`src/rtl/kev_pkg.sv`:
```
`timescale 1ns/1ps
package kev_pkg;
  localparam int BYTE_W  = 8;
  localparam int DIGIT_W = 4;
  localparam int CLASS_W = 3;
  localparam int EXT_POS = BYTE_W - 1;

  localparam logic [BYTE_W-1:0] PFX_EXT = 8'hE0;
  localparam logic [BYTE_W-1:0] PFX_REL = 8'hF0;

  typedef enum logic [CLASS_W-1:0] {
    KC_DIGIT   = 3'd0,
    KC_CONFIRM = 3'd1,
    KC_CANCEL  = 3'd2,
    KC_CHANGE  = 3'd3,
    KC_OTHER   = 3'd4
  } key_class_e;

  typedef struct packed {
    key_class_e         cls;
    logic [DIGIT_W-1:0] digit;
  } key_info_t;
endpackage

```
`src/rtl/kev_prefix_track.sv`:
```
`timescale 1ns/1ps
module kev_prefix_track
  import kev_pkg::*;
(
  input  logic              clk,
  input  logic              rst,
  input  logic              in_valid,
  input  logic [BYTE_W-1:0] in_byte,
  output logic              press_fire,
  output logic [BYTE_W-1:0] press_code
);
  logic              ext_q, ext_d;
  logic              rel_q, rel_d;
  logic [BYTE_W-1:0] held_q, held_d;

  always_comb begin
    ext_d      = ext_q;
    rel_d      = rel_q;
    held_d     = held_q;
    press_fire = 1'b0;
    if (in_valid) begin
      if (rel_q) begin
        rel_d  = 1'b0;
        ext_d  = 1'b0;
        held_d = '0;
      end else if (in_byte == held_q) begin
        held_d = held_q;
      end else if (in_byte == PFX_EXT) begin
        ext_d = 1'b1;
      end else if (in_byte == PFX_REL) begin
        rel_d = 1'b1;
      end else if (!in_byte[EXT_POS]) begin
        held_d     = in_byte;
        ext_d      = 1'b0;
        press_fire = 1'b1;
      end
    end
  end

  assign press_code = {ext_q, in_byte[EXT_POS-1:0]};

  always_ff @(posedge clk) begin
    if (rst) begin
      ext_q  <= 1'b0;
      rel_q  <= 1'b0;
      held_q <= '0;
    end else begin
      ext_q  <= ext_d;
      rel_q  <= rel_d;
      held_q <= held_d;
    end
  end
endmodule

```
`src/rtl/kev_code_map.sv`:
```
`timescale 1ns/1ps
module kev_code_map
  import kev_pkg::*;
(
  input  logic [BYTE_W-1:0] code,
  output key_info_t         info
);
  always_comb begin
    info.cls   = KC_DIGIT;
    info.digit = '0;
    unique case (code)
      8'h45, 8'h70: info.digit = 4'd0;
      8'h16, 8'h69: info.digit = 4'd1;
      8'h1E, 8'h72: info.digit = 4'd2;
      8'h26, 8'h7A: info.digit = 4'd3;
      8'h25, 8'h6B: info.digit = 4'd4;
      8'h2E, 8'h73: info.digit = 4'd5;
      8'h36, 8'h74: info.digit = 4'd6;
      8'h3D, 8'h6C: info.digit = 4'd7;
      8'h3E, 8'h75: info.digit = 4'd8;
      8'h46, 8'h7D: info.digit = 4'd9;
      8'h5A, 8'hDA: info.cls   = KC_CONFIRM;
      8'h76, 8'h77: info.cls   = KC_CANCEL;
      8'h07:        info.cls   = KC_CHANGE;
      default:      info.cls   = KC_OTHER;
    endcase
  end
endmodule

```
`src/rtl/kev_event_reg.sv`:
```
`timescale 1ns/1ps
module kev_event_reg
  import kev_pkg::*;
(
  input  logic               clk,
  input  logic               rst,
  input  logic               fire,
  input  key_info_t          info,
  output logic               evt_valid,
  output logic [CLASS_W-1:0] evt_class,
  output logic [DIGIT_W-1:0] evt_digit
);
  always_ff @(posedge clk) begin
    if (rst || !fire) begin
      evt_valid <= 1'b0;
      evt_class <= '0;
      evt_digit <= '0;
    end else begin
      evt_valid <= 1'b1;
      evt_class <= info.cls;
      evt_digit <= info.digit;
    end
  end
endmodule

```
`src/rtl/keypad_event_decoder.sv`:
```
`timescale 1ns/1ps
module keypad_event_decoder
  import kev_pkg::*;
(
  input  logic               clk,
  input  logic               rst,
  input  logic               byte_valid,
  input  logic [BYTE_W-1:0]  byte_data,
  output logic               evt_valid,
  output logic [CLASS_W-1:0] evt_class,
  output logic [DIGIT_W-1:0] evt_digit
);
  logic              fire;
  logic [BYTE_W-1:0] code;
  key_info_t         info;

  kev_prefix_track u_track (
    .clk(clk), .rst(rst), .in_valid(byte_valid), .in_byte(byte_data),
    .press_fire(fire), .press_code(code)
  );

  kev_code_map u_map (.code(code), .info(info));

  kev_event_reg u_out (
    .clk(clk), .rst(rst), .fire(fire), .info(info),
    .evt_valid(evt_valid), .evt_class(evt_class), .evt_digit(evt_digit)
  );
endmodule

```
`config.mk`:
```
export PLATFORM = sky130hd
export DESIGN_NAME = keypad_event_decoder
export DESIGN_NICKNAME = d
export VERILOG_FILES = /design/src/rtl/kev_pkg.sv /design/src/rtl/kev_prefix_track.sv /design/src/rtl/kev_code_map.sv /design/src/rtl/kev_event_reg.sv /design/src/rtl/keypad_event_decoder.sv
export SDC_FILE = /design/constraint.sdc
export NUM_CORES = 1
export LEC_CHECK = 0
export BUFFER_PORTS_ARGS = -buffer_cell sky130_fd_sc_hd__buf_2
export CAP_MARGIN = 20
export CORE_MARGIN = 4
export CORE_UTILIZATION = 53
export DETAILED_ROUTE_END_ITERATION = 6
export PLACE_DENSITY = 0.81
export SLEW_MARGIN = 20
export SYNTH_ARGS = -nofsm -noshare
export SYNTH_HDL_FRONTEND = slang
export SYNTH_SLANG_ARGS = --single-unit
```
`constraint.sdc`:
```
create_clock -name clk -period 2.3 [get_ports clk]
set_input_delay 0.23 -clock clk [delete_from_list [all_inputs] [get_ports clk]]
set_output_delay 0.23 -clock clk [all_outputs]
set_load 0.01 [all_outputs]
```
Word-level counts from Yosys, hierarchy flattened

Index checks and enable logic that the tools add are counted.

Input bits: 11
Logic and storage cells: 79
Register bits: 18

Eq/ne operators: 34
Reductions and logical operators: 16
Mux-type cells: 23

Operator list:

| cell                                                                    | count |
|---|---|
| 8-bit by 7-bit equality test with 1-bit output, second input constant   | 15 |
| 8-bit by 6-bit equality test with 1-bit output, second input constant   | 6 |
| 8-bit 2-to-1 mux                                                        | 5 |
| 4-bit one-hot mux with 9 select lines                                   | 1 |
| 8-bit equality test, second input constant                              | 3 |
| 2-bit OR reduction                                                      | 11 |
| 20-bit OR reduction                                                     | 1 |
| 8-bit by 5-bit equality test with 1-bit output, second input constant   | 2 |
| 1-bit 2-to-1 mux                                                        | 16 |
| 3-bit one-hot mux with 4 select lines                                   | 1 |
| 8-bit by 3-bit equality test with 1-bit output, second input constant   | 1 |
| 8-bit equality test                                                     | 1 |
| 2-bit by 1-bit inequality test with 1-bit output, second input constant | 4 |
| 3-bit by 1-bit inequality test with 1-bit output, second input constant | 2 |
| 5-bit AND reduction                                                     | 1 |
| 4-bit AND reduction                                                     | 1 |
| 1-bit zero test                                                         | 1 |
| 1-bit logical OR                                                        | 1 |

Longest topological paths before layout

Gate-level depths: netlist (run 1).

Word-level depth: 9
Gate-level depth with buffers: 8

Hierarchy

A second synthesis (run 1) with hierarchy kept.

Cells, all modules: 144
Area, all modules: 1,295.0 um^2

By module, submodules not included:

| module           | times used | seq. area each (um^2) | area an instance (um^2) | cells an instance |
|---|---|---|---|---|
| kev_prefix_track | 1          | 180.2                 | 618.1                   | 65 |
| kev_code_map     | 1          | 0.0                   | 449.2                   | 63 |
| kev_event_reg    | 1          | 160.2                 | 227.7                   | 16 |

Worst setup path after synthesis (run 1)

No wires, ideal clock.

Path kind: input to register
Start point: input byte_data[6]
End point: register u_out.evt_class[2]
Cell stages on the path: 7
Slack: 0.671 ns
Arrival: 1.542 ns
Required time: 2.213 ns
Path buffers: 2
Setup time: 0.087 ns
Cells stage by stage: buf_4 xor2_1 nor4_1 a211o_1 or3_1 buf_2 nor4_4

Cells in the longest elaborated chain, start to end: 8
Elaborated cells between the ends (all ways): 39
Classes of those cells: eq/ne: 28; mux: 6; reduce/logical: 5

Ends and longest elaborated chain:

| what                   | RTL line                  | RTL |
|---|---|---|
| start: declaration     | keypad_event_decoder.sv:8 | `input logic [BYTE_W-1:0] byte_data,` |
| 8-bit equality test    | kev_prefix_track.sv:30    | `end else if (in_byte == PFX_REL) begin` |
| 1-bit 2-to-1 mux       | kev_prefix_track.sv:30    |  |
| 1-bit 2-to-1 mux       | kev_prefix_track.sv:28    | `end else if (in_byte == PFX_EXT) begin` |
| 1-bit 2-to-1 mux       | kev_prefix_track.sv:26    | `end else if (in_byte == held_q) begin` |
| 1-bit 2-to-1 mux       | kev_prefix_track.sv:22    | `if (rel_q) begin` |
| 1-bit 2-to-1 mux       | kev_prefix_track.sv:21    | `if (in_valid) begin` |
| 1-bit zero test        | kev_event_reg.sv:14       | `if (rst \|\| !fire) begin` |
| 1-bit logical OR       | kev_event_reg.sv:14       |  |
| end signal: assignment | kev_event_reg.sv:20       | `evt_class <= info.cls;` |
| end: declaration       | kev_event_reg.sv:10       | `output logic [CLASS_W-1:0] evt_class,` |

Several ways; a longest one is shown, not always the timed one.
A chain may end at the register's enable or synchronous reset.

Final worst setup path (run 1)

Start point: register u_track.held_q[6]
End point: register u_out.evt_class[2]

Cells in the longest elaborated chain, start to end: 6

Ends and longest elaborated chain:

| what                     | RTL line               | RTL |
|---|---|---|
| start: declaration       | kev_prefix_track.sv:14 | `logic [BYTE_W-1:0] held_q, held_d;` |
| start signal: assignment | kev_prefix_track.sv:50 | `held_q <= held_d;` |
| 8-bit equality test      | kev_prefix_track.sv:26 |  |
| 1-bit 2-to-1 mux         | kev_prefix_track.sv:26 |  |
| 1-bit 2-to-1 mux         | kev_prefix_track.sv:22 |  |
| 1-bit 2-to-1 mux         | kev_prefix_track.sv:21 |  |
| 1-bit zero test          | kev_event_reg.sv:14    |  |
| 1-bit logical OR         | kev_event_reg.sv:14    |  |

Every way passes these cells.

==> results of run 1 <==
[metal layers]
| metal | wire length (um) | part of all wire | vias to the layer above |
|---|---|---|---|
| met2 | 1126 | 0.49 | 38 |
| li1 | - | - | 477 |
| met3 | 142 | 0.062 | 9 |
| met4 | 53 | 0.023 | 0 |
| met5 | 0 | 0 | - |
| met1 | 986 | 0.43 | 425 |
[critical path: stages, from the launching register on]
cell and delay, ns:
dfxtp_1 0.37, xor2_1 0.16, nor4_1 0.07, a211o_1 0.30, or3_1 0.45, nor4_4 0.30
[per-stage QoR]
step / utilization / cell area (um^2) / setup WS, ns / hold slack, ns
after floorplan: - / 1028 / 0.6707 / 0.3024
after global placement: 0.6175 / 1101 / 0.4681 / 0.4203
after detailed placement: 0.6175 / 1101 / 0.3979 / 0.4204
after CTS: 0.6323 / 1127 / 0.5532 / 0.1075
after global routing: 0.6323 / 1127 / 0.4243 / 0.1295
final: 0.6323 / 1127 / 0.5641 / 0.1151
[cell usage in the layout (no fill, tap or decap), types with 4 or more instances in the layout]
master and n:
buf_2 18, nor2_1 9, a22o_1 8, dfxtp_1 17
a21oi_1 4, nand4_1 7, nor2b_1 7, nand3_1 9
nand2b_1 4, xor2_1 7
[worst max path at each step]
stage / startpoint / endpoint / depth (start not counted)
after floorplan: byte_data[6] / u_out.evt_class[2]$_SDFF_PN0_ / 7
after global placement: byte_data[0] / u_out.evt_class[2]$_SDFF_PN0_ / 6
after detailed placement: byte_data[6] / u_out.evt_class[2]$_SDFF_PN0_ / 6
after CTS: u_track.held_q[6]$_SDFFE_PP0P_ / u_out.evt_class[2]$_SDFF_PN0_ / 5
after global routing: u_track.held_q[6]$_SDFFE_PP0P_ / u_out.evt_class[2]$_SDFF_PN0_ / 5
final: u_track.held_q[6]$_SDFFE_PP0P_ / u_out.evt_class[2]$_SDFF_PN0_ / 5
[state kept, by name, summed over array words and instances (netlist names)]
signal	cells
u_out.evt_valid	1
u_track.held_q	7
u_track.rel_q	1
u_track.ext_q	1
u_out.evt_class	3
u_out.evt_digit	4
[cells by family (layout without fill, tap and decap cells)]
| group | Yosys count | after routing | share of synthesized area |
|---|---|---|---|
| flip-flops | 17 | 17 | 0.3309 |
| AO/OA/AOI/OAI | 28 | 28 | 0.2044 |
| buffers and inverters | 15 | 26 | 0.06813 |
| AND/OR/NAND/NOR | 56 | 56 | 0.3285 |
| XOR/XNOR | 8 | 8 | 0.06813 |
[where the power goes]
part | switching, mW | internal, mW
Clock | 0.0841 | 0.0675
Sequential | 0.00468 | 0.302
Combinational | 0.0607 | 0.0410
[final cells by class]
cell class / instances / area [um^2]
clock buffers: 4 / 26.28
well taps: 25 / 31.28
inverters: 3 / 13.76
repair buffers: 19 / 97.59
multi-input cells: 92 / 618.1
flip-flops and latches: 17 / 340.3
fillers: 142 / 655.6
==> out/qor_table.md, run 1 <==
| Result | This run | Unit |
| --- | --- | --- |
| Status | finished, final reports clean | - |
| Most frequent cell after synthesis | dfxtp_1 | - |
| Met3 usage | 0.04298 | - |
| Layout Cells excl Fill | 160 | - |
| Die boundary width | 52.05 | um |
| Critical R2R Launch | u_track.held_q[6]$_SDFFE_PP0P_ | - |
| Global placer's final weighted congestion | 0.9734 | - |
| Sequential fraction of the synthesis area | 0.3309 | - |
| Mean cell area of the mapped netlist | 8.294 | um^2 |
| Global-route track usage on met1 | 0.2306 | - |
| Grt total ovfl | 0 | - |
| Vias in the first global route | 876 | - |
| Clock Sinks | 17 | - |
| Setup-violating endpoint count in the final report | 0 | - |
| Core area | 1783 | um^2 |
| Total half-perimeter wirelength after legalization and detailed placement | 1704 | um |
| # Post-CTS Setup Buffers | 0 | - |
| Post-route antenna net violation count | 0 | - |
| Number of buffers created by CTS | 3 | - |
| Peak supply drop | 0.0003568 | V |
| Top-level port count | 19 | - |
| Net count reported at finish | 147 | - |
| Worst Hold Endpoint | u_track.rel_q$_SDFFE_PP0P_ | - |
| Root Buffer Master | clkbuf_4 | - |
| Kind of critical path | flop to flop | - |
| Initial standard-cell utilization of the core | 0.5768 | - |
| Maximum number of pins on one net before global-route repair | 19 | - |
| Top post-synthesis cells by area | dfxtp_1 (33%), a22o_1 (6.8%), xor2_1 (6.0%) | - |
| Syn-to-layout area delta | 9.611 | % |
| Worst R2R Path Depth | 5 | - |
| Combined area of all synthesized cells | 1028 | um^2 |
| Total of hold buffers inserted after clock tree synthesis | 0 | - |
| Worst clock skew | 0.001927 | ns |
| R2R Path End | u_out.evt_class[2]$_SDFF_PN0_ | - |
| Hold WC Path Type | input pin to flop | - |
| Worst Path Required | 2.50 | ns |
| Reg clk slew, reported paths | 0.09 | ns |
| Number of pins with negative max-slew slack in the final report | 0 | - |
| Relative slew margins | 0.6651 | - |
| Met2 track utilization from global routing | 0.3180 | - |
| Ys Warns | 0 | - |
| Most heavily used metal layer in global routing | met2 | - |
| Post-Synthesis Cells | 124 | - |
| Synth cell types | 39 | - |
| Number of enable-type register cells in the synthesized netlist | 0 | - |
| Total leakage power | 0.4638 | nW |
| Wire per inst | 14.43 | um |
| Detail-routed via count per cell | 5.931 | - |
| First drt pass iteration count | 4 | - |
| Cells on Worst Hold Path | 2 | - |
| GR Util All Layers | 0.1891 | - |
| Die Area | 2709 | um^2 |
| Insertion delay to the later sink of the worst-skew pair | 0.28 | ns |
| RSZ-0062 raised after global routing | false | - |
| Proportion of register bits with asynchronous set or reset after synthesis | 0 | - |
| Post-Synthesis Net Count | 135 | - |
| Total vias in the final route | 949 | - |
| Final critical path time including I/O delays and setup | 1.736 | ns |
| Clk buf depth | 2 | - |
| Maximum clock rate | 0.5761 | GHz |
| TritonCTS clock tree | yes | - |
| Synth area leader | dfxtp_1 | - |
| Proportion of netlist area held by the largest area contributor | 0.3309 | - |
| Sum Neg Setup Slack | 0 | ns |
| Worst Hold Launch | rst | - |
| Register-to-register path setup slack | 0.56 | ns |
| DRT Wirelength | 2308 | um |
| CTS H-tree lvls | 1 | - |
| Antenna violations before repair | 0 | - |
| Post-cts resize count | 0 | - |
| Fin. Hold Viols | 0 | - |
| Sort of element at the end of the critical path | flop | - |
| Crit-path max FO | 6 | - |
| Initial detailed-routing violation count | 40 | - |
| Post-layout total power | 0.5603 | mW |
| Most used standard cells in the synthesized netlist | dfxtp_1 (17), nand3_1 (9), nor2_1 (9), a22o_1 (8) | - |
| Slew @ Worst Pin | 0.4981 | ns |
| Inserted Diodes | 0 | - |
| Count of input and output buffers | 18 | - |
| Number of placement rows | 15 | - |
| DRC violation count after routing | 0 | - |
| Share of cells above drive strength 1 | 0.1852 | - |
| First-pass GRT wire length | 3822 | um |
| Die boundary height | 52.05 | um |
| Critical path launch point type | flop | - |
| Post-Place Cells | 156 | - |
| CP arrival | 1.94 | ns |
| Max_cap viols | 0 | - |
| Post-route fraction of the period consumed by the critical path | 0.7547 | - |
| Predominant post-synthesis flop cell | dfxtp_1 | - |
| Total power divided by cell area | 497.1 | nW/um^2 |
| Flop and latch count out of synthesis | 17 | - |
Note: power is estimated with default switching activity, not from simulation.
==> run 2, diff against run 1 <==
Settings changed: ABC_AREA set to 1, CORE_UTILIZATION 53 to 56, PLACE_DENSITY 0.81 to 0.83.
Clock period 2.3 ns to 1.61 ns, I/O delays scaled along.
==> out/qor_table.md, run 2 <==
| Result | This run | Unit |
| --- | --- | --- |
| Largest register FFs | 7 | - |
| Total power divided by cell area | 650.1 | nW/um^2 |
| Stage delay of the slowest cell on the critical path | 0.38 | ns |
| Slew @ Worst Pin | 0.3351 | ns |
| Maximum number of pins on one net before global-route repair | 16 | - |
| Fin. Hold Viols | 0 | - |
| Number of placement rows | 16 | - |
| Peak supply drop | 0.0005031 | V |
| Post-cts resize count | 0 | - |
| Clock power frac | 0.265 | - |
| Maximum clock rate | 0.7029 | GHz |
| Die boundary width | 54.87 | um |
| Net count reported at finish | 246 | - |
| Ys Warns | 0 | - |
| Relative slew margins | 0.7761 | - |
| Worst Hold Launch | rst | - |
| Die Area | 3010 | um^2 |
| Worst Hold Endpoint | u_track.held_q[2]$_SDFFE_PP0P_ | - |
| Kind of critical path | flop to flop | - |
| Mean cell area of the mapped netlist | 5.747 | um^2 |
| Initial standard-cell utilization of the core | 0.6083 | - |
| Reg clk slew, reported paths | 0.10 | ns |
| Sequential fraction of the synthesis area | 0.2767 | - |
| # Post-CTS Setup Buffers | 0 | - |
| Top post-synthesis cells by area | dfxtp_1 (28%), nand2_1 (22%), nor2_1 (14%) | - |
| Post-synthesis share of cell area spent on and, or, nand and nor gates | 0.5015 | - |
| Number of enable-type register cells in the synthesized netlist | 0 | - |
| Worst R2R Path Depth | 10 | - |
| Die boundary height | 54.87 | um |
| Crit-path max FO | 15 | - |
| Final critical path time including I/O delays and setup | 1.423 | ns |
| Clk buf depth | 2 | - |
| Predominant post-synthesis flop cell | dfxtp_1 | - |
| Mux cell area share after synthesis | 0 | - |
| Antenna violations before repair | 0 | - |
| Worst path bufs/invs | 2 | - |
| GR Util All Layers | 0.2359 | - |
| Post-synthesis compound-gate area fraction | 0.09461 | - |
| R2R Path End | u_track.held_q[2]$_SDFFE_PP0P_ | - |
| First-pass GRT wire length | 5119 | um |
| Leading cell type in the layout, fill and taps excluded | nand2_1 | - |
| Pre-CTS setup slack | 0.1717 | ns |
| Sum Neg Setup Slack | 0 | ns |
| Main combinational cell family by area after synthesis | simple AND/OR/NAND/NOR gates | - |
| Top-level port count | 19 | - |
| Register-to-register path setup slack | 0.19 | ns |
| TritonCTS clock tree | yes | - |
| Hold WC Path Type | input pin to flop | - |
| Post-route antenna net violation count | 0 | - |
| Largest delay share family, worst path | simple AND/OR/NAND/NOR gates | - |
| Share of cells above drive strength 1 | 0.1581 | - |
| Setup-violating endpoint count in the final report | 0 | - |
| Global placer's final weighted congestion | 0.9349 | - |
| Worst Path Required | 1.85 | ns |
| Worst path most repeated cell | nand2_1 | - |
| Clock Sinks | 17 | - |
| Inserted Diodes | 0 | - |
| Critical R2R Launch | u_track.held_q[1]$_SDFFE_PP0P_ | - |
| Most frequent cells in the layout | nand2_1 (72), nor2_1 (45), inv_1 (25), buf_2 (18), dfxtp_1 (17) | - |
| Vias in the first global route | 1200 | - |
| Syn-to-layout area delta | 10.68 | % |
| Final instance area | 1361 | um^2 |
| Post-Synthesis Cells | 214 | - |
| Cell with the biggest individual delay on the critical path | dfxtp_1 | - |
| Most frequent cell after synthesis | nand2_1 | - |
| Sort of element at the end of the critical path | flop | - |
| Flop pwr share | 0.511 | - |
| Proportion of netlist area held by the largest area contributor | 0.2767 | - |
| Total of hold buffers inserted after clock tree synthesis | 0 | - |
| Synth cell types | 21 | - |
| Total vias in the final route | 1361 | - |
| Max_cap viols | 0 | - |
| CP arrival | 1.66 | ns |
| Root Buffer Master | clkbuf_4 | - |
| Switching share of power | 0.3194 | - |
| Flop and latch count out of synthesis | 17 | - |
| Synth area leader | dfxtp_1 | - |
| Post-Synthesis Net Count | 225 | - |
| Total half-perimeter wirelength after legalization and detailed placement | 2404 | um |
| Total leakage power | 0.7006 | nW |
| Wire per inst | 11.50 | um |
| Cells on Worst Hold Path | 2 | - |
| Combinational fraction of design power | 0.223 | - |
| XOR/XNOR share of the synthesized area | 0.01424 | - |
| Combined area of all synthesized cells | 1230 | um^2 |
| Crit-path cells | inv_1 -> nand2_1 -> nand2_1 -> inv_1 -> nand2_1 -> nor2_1 -> nand3_4 -> nand2_1 -> nand2_1 -> a21oi_2 | - |
| Number of buffers created by CTS | 3 | - |
| Net switching power | 0.2827 | mW |
| Largest reg by FF count | u_track.held_q | - |
| Detail-routed via count per cell | 5.215 | - |
| First drt pass iteration count | 4 | - |
| Top flop regs | u_track.held_q: 7 flops, u_out.evt_digit: 4 flops, u_out.evt_class: 3 flops | - |
| Post-layout total power | 0.8849 | mW |
| DRC violation count after routing | 0 | - |
| Most used standard cells in the synthesized netlist | nand2_1 (72), nor2_1 (45), inv_1 (25), dfxtp_1 (17), a21oi_1 (13) | - |
| Cell area after placement | 1328 | um^2 |
| Number of pins with negative max-slew slack in the final report | 0 | - |
| Core area | 2022 | um^2 |
| Grt total ovfl | 0 | - |
| Initial detailed-routing violation count | 64 | - |
| Insertion delay to the later sink of the worst-skew pair | 0.30 | ns |
| Cell-internal power | 0.6023 | mW |
| Status | finished, final reports clean | - |
| Count of input and output buffers | 18 | - |
| Share of synthesized cell area in full adder, half adder and majority cells | 0 | - |
| RSZ-0062 raised after global routing | false | - |
| Post-route worst hold slack | 0.02858 | ns |
| Post-route fraction of the period consumed by the critical path | 0.8836 | - |
| CTS H-tree lvls | 1 | - |
| Critical path launch point type | flop | - |
| Slack of the critical path | 0.1874 | ns |
| DRT Wirelength | 3001 | um |
| Proportion of register bits with asynchronous set or reset after synthesis | 0 | - |
| Worst clock skew | 0.001962 | ns |
[run 2: changes by cell type after synthesis, moves of 4 or more]
cell      previous run  this run
nand2_1              3        72
nor2_1               9        45
inv_1                2        25
a21oi_1              4        13
a22o_1               8         0
clkbuf_1             7         0
nor2b_1              7         0
xor2_1               7         0
nand3_2              0         5
nand4_1              7         2
nand2b_1             4         0
[run 2: metal layers]
layer	track usage	share of wire
met1	0.3257	0.46
met2	0.3661	0.44
met3	0.03542	0.090
met4	0.08714	0.011
met5	0	0
[run 2: cell type report]
cell class                      count  area, um^2
Sequential cell                    17       340.3
Timing Repair Buffer               19       97.59
Tap cell                           27       33.78
Fill cell                         189       660.6
Clock buffer                        4       26.28
Multi-Input combinational cell    166       758.2
Inverter                           28       105.1
[run 2: power groups by stage]
stage | clock network, mW | registers [mW] | logic (mW)
global route | 0.259 | 0.455 | 0.222
detailed placement | 0 | 0.462 | 0.193
CTS | 0.241 | 0.452 | 0.194
global placement | 0 | 0.461 | 0.186
finish | 0.235 | 0.453 | 0.198
floorplan | 0 | 0.460 | 0.142
[run 2: worst reg2reg max path, delay by kind of cell (launching register included)]
kind                   cells  cell delay [ns]
and+or+nand+nor            7             0.76
DFF                        1             0.38
AOI/OAI and AO/OA          1             0.12
buffers and inverters      2             0.10
[run 2: metrics by stage]
step           std cells    util
2_1_floorplan        214       -
3_3_place_gp         257  0.6566
3_5_place_dp         257  0.6566
4_1_cts              261  0.6696
5_1_grt              261  0.6733
6_report             261  0.6733
[run 2: cell families (layout without fill, tap and decap cells)]
family                 Yosys count  in the layout
AND/OR/NAND/NOR                143            143
buffers and inverters           31             51
AO/OA/AOI/OAI                   21             21
flip-flops                      17             17
XOR/XNOR                         2              2
[run 2: how the worst max path moves through the flow]
stage / to / slack (ns) / startpoint / cells past startpoint
after floorplan: u_track.held_q[1]$_SDFFE_PP0P_ / 0.32 / u_track.rel_q$_SDFFE_PP0P_ / 8
after global placement: u_track.held_q[2]$_SDFFE_PP0P_ / 0.22 / byte_data[2] / 11
after detailed placement: u_track.held_q[2]$_SDFFE_PP0P_ / 0.17 / byte_data[2] / 11
after CTS: u_track.held_q[2]$_SDFFE_PP0P_ / 0.15 / u_track.held_q[1]$_SDFFE_PP0P_ / 10
after global routing: u_track.ext_q$_SDFFE_PP0P_ / 0.02 / u_track.held_q[1]$_SDFFE_PP0P_ / 10
final: u_track.held_q[2]$_SDFFE_PP0P_ / 0.19 / u_track.held_q[1]$_SDFFE_PP0P_ / 10
==> run 3, diff against run 2 <==
Settings changed: ABC_AREA 1 to unset, CORE_UTILIZATION 56 to 53, PLACE_DENSITY 0.83 to 0.81, SKIP_LAST_GASP set to 1.
==> out/qor_table.md, run 3 (same netlist as run 1, synthesis figures left out) <==
| Result | This run | Unit |
| --- | --- | --- |
| Status | finished, final reports clean | - |
| Number of buffers created by CTS | 3 | - |
| R2R Path End | u_track.held_q[1]$_SDFFE_PP0P_ | - |
| Max_cap viols | 0 | - |
| Top flop regs | u_track.held_q: 7 flops, u_out.evt_digit: 4 flops, u_out.evt_class: 3 flops | - |
| Wire per inst | 14.99 | um |
| Die boundary width | 52.05 | um |
| Total vias in the final route | 1012 | - |
| CP arrival | 1.84 | ns |
| Number of pins with negative max-slew slack in the final report | 0 | - |
| Syn-to-layout area delta | 19.83 | % |
| Top-level port count | 19 | - |
| Die Area | 2709 | um^2 |
| Total of hold buffers inserted after clock tree synthesis | 0 | - |
| Detail-routed via count per cell | 5.918 | - |
| Leading cell type in the layout, fill and taps excluded | buf_2 | - |
| Largest reg by FF count | u_track.held_q | - |
| Sort of element at the end of the critical path | flop | - |
| Critical path launch point type | flop | - |
| Clock power frac | 0.273 | - |
| Maximum number of pins on one net before global-route repair | 17 | - |
| Worst R2R Path Depth | 6 | - |
| Pre-CTS setup slack | -0.08759 | ns |
| Vias in the first global route | 963 | - |
| GR Util All Layers | 0.2143 | - |
| Insertion delay to the later sink of the worst-skew pair | 0.30 | ns |
| Critical R2R Launch | u_track.held_q[0]$_SDFFE_PP0P_ | - |
| Setup-violating endpoint count in the final report | 0 | - |
| Reg clk slew, reported paths | 0.10 | ns |
| Total power divided by cell area | 683.5 | nW/um^2 |
| Initial detailed-routing violation count | 33 | - |
| Relative slew margins | 0.7444 | - |
| Cell-internal power | 0.6029 | mW |
| Count of input and output buffers | 18 | - |
| Flop pwr share | 0.522 | - |
| Combinational fraction of design power | 0.205 | - |
| Post-route fraction of the period consumed by the critical path | 0.9989 | - |
| Share of cells above drive strength 1 | 0.3014 | - |
| Cells on Worst Hold Path | 2 | - |
| CTS H-tree lvls | 1 | - |
| DRC violation count after routing | 0 | - |
| Most frequent cells in the layout | buf_2 (18), dfxtp_1 (13), buf_4 (11), nand3_1 (9), a22o_1 (8) | - |
| Peak supply drop | 0.0005529 | V |
| Root Buffer Master | clkbuf_4 | - |
| Switching share of power | 0.2843 | - |
| Register-to-register path setup slack | 0.002 | ns |
| Largest register FFs | 7 | - |
| Fin. Hold Viols | 0 | - |
| Die boundary height | 52.05 | um |
| RSZ-0062 raised after global routing | true | - |
| Initial standard-cell utilization of the core | 0.5768 | - |
| Antenna violations before repair | 0 | - |
| Total leakage power | 0.5228 | nW |
| Worst clock skew | 0.01280 | ns |
| Kind of critical path | flop to flop | - |
| Maximum clock rate | 0.6218 | GHz |
| First-pass GRT wire length | 4291 | um |
| Hold WC Path Type | input pin to flop | - |
| Worst Hold Launch | rst | - |
| Post-route worst hold slack | 0.03417 | ns |
| DRT Wirelength | 2564 | um |
| Post-route antenna net violation count | 0 | - |
| Grt total ovfl | 0 | - |
| TritonCTS clock tree | yes | - |
| Slew @ Worst Pin | 0.3783 | ns |
| Slack of the critical path | 0.001815 | ns |
| Final critical path time including I/O delays and setup | 1.608 | ns |
| Worst Path Required | 1.84 | ns |
| Number of placement rows | 15 | - |
| Post-Place Cells | 167 | - |
| Inserted Diodes | 0 | - |
| Net switching power | 0.2395 | mW |
| Core area | 1783 | um^2 |
| Post-layout total power | 0.8423 | mW |
| Net count reported at finish | 158 | - |
| Total half-perimeter wirelength after legalization and detailed placement | 1904 | um |
| Global placer's final weighted congestion | 0.8736 | - |
| Clock Sinks | 17 | - |
| Clk buf depth | 2 | - |
| Worst Hold Endpoint | u_track.rel_q$_SDFFE_PP0P_ | - |
| Layout Cells excl Fill | 171 | - |
| First drt pass iteration count | 5 | - |
| Crit-path max FO | 10 | - |
==> run 3: changes by cell type in the layout (fill, tap and decap cells not counted), moves of 4 or more <==
| cell | delta |
|---|---|
| a21oi_1 | -9 |
| a22o_1 | +8 |
| buf_4 | +10 |
| dfxtp_1 | -4 |
| dfxtp_2 | +4 |
| inv_1 | -23 |
| nand2_1 | -69 |
| nand2b_1 | +4 |
| nand3_2 | -4 |
| nand4_1 | +5 |
| nor2_1 | -38 |
| nor2b_1 | +7 |
| xor2_1 | +7 |
==> run 3: cell type report <==
class	instances	area, um^2
clock buffer	3	22.52
timing repair buffer	30	183.9
tap	25	31.28
inverter	3	16.27
sequential	17	345.3
multi-input combinational	92	628.1
fill	158	550.5
clock inverter	1	5.005
==> run 3: layer usage <==
metal  wire length, um  share of wire  vias to the layer above  track usage
li1                  -              -                      499            -
met1              1071           0.42                      480       0.2518
met2              1323           0.52                       26       0.3619
met3               121          0.047                        7      0.05158
met4                47          0.018                        0       0.1004
met5                 0              0                        -            0
==> run 3: worst max-delay path: stages, from the launching register on <==
cell     delay, ns
dfxtp_2       0.35
xor2_1        0.17
nor4_1        0.07
a211o_1       0.30
or3_4         0.39
inv_6         0.11
a22o_1        0.15
==> run 3: power groups by stage <==
stage          combinational, mW  sequential [mW]  clock [mW]
2_1_floorplan              0.111            0.449           0
3_3_place_gp               0.162            0.448           0
3_5_place_dp               0.167            0.448           0
4_1_cts                    0.170            0.439       0.243
5_1_grt                    0.188            0.441       0.252
6_report                   0.173            0.440       0.230
==> run 3: timing repair <==
action / 4_1_cts / 5_1_grt
pin swaps: 1 / 1
hold endpoints to repair: 0 / 0
setup buffers: 0 / 0
resized for setup: 3 / 6
endpoints found under the setup margin: 13 / 13
==> run 3: worst max path at each step <==
| stage | end | slack, ns | start | cells past startpoint |
|---|---|---|---|---|
| finish | u_track.held_q[1]$_SDFFE_PP0P_ | 0.002 | u_track.held_q[0]$_SDFFE_PP0P_ | 6 |
| global route | u_out.evt_class[2]$_SDFF_PN0_ | -0.07 | u_track.held_q[0]$_SDFFE_PP0P_ | 5 |
| CTS | u_track.held_q[1]$_SDFFE_PP0P_ | 0.005 | u_track.held_q[1]$_SDFFE_PP0P_ | 6 |
| detailed placement | u_out.evt_digit[0]$_SDFF_PN0_ | -0.09 | u_track.held_q[0]$_SDFFE_PP0P_ | 6 |
| global placement | u_out.evt_class[2]$_SDFF_PN0_ | -0.03 | u_track.held_q[0]$_SDFFE_PP0P_ | 5 |
| floorplan | u_out.evt_class[2]$_SDFF_PN0_ | 0.03 | u_track.held_q[6]$_SDFFE_PP0P_ | 6 |
==> run 3: through the flow <==
step / setup TNS, ns / cell area [um^2] / util
final: 0 / 1232 / 0.6912
after floorplan: 0 / 1028 / -
after global placement: -0.2280 / 1184 / 0.6639
after global routing: -0.4343 / 1232 / 0.6912
after CTS: 0 / 1220 / 0.6842
after detailed placement: -0.8267 / 1184 / 0.6639
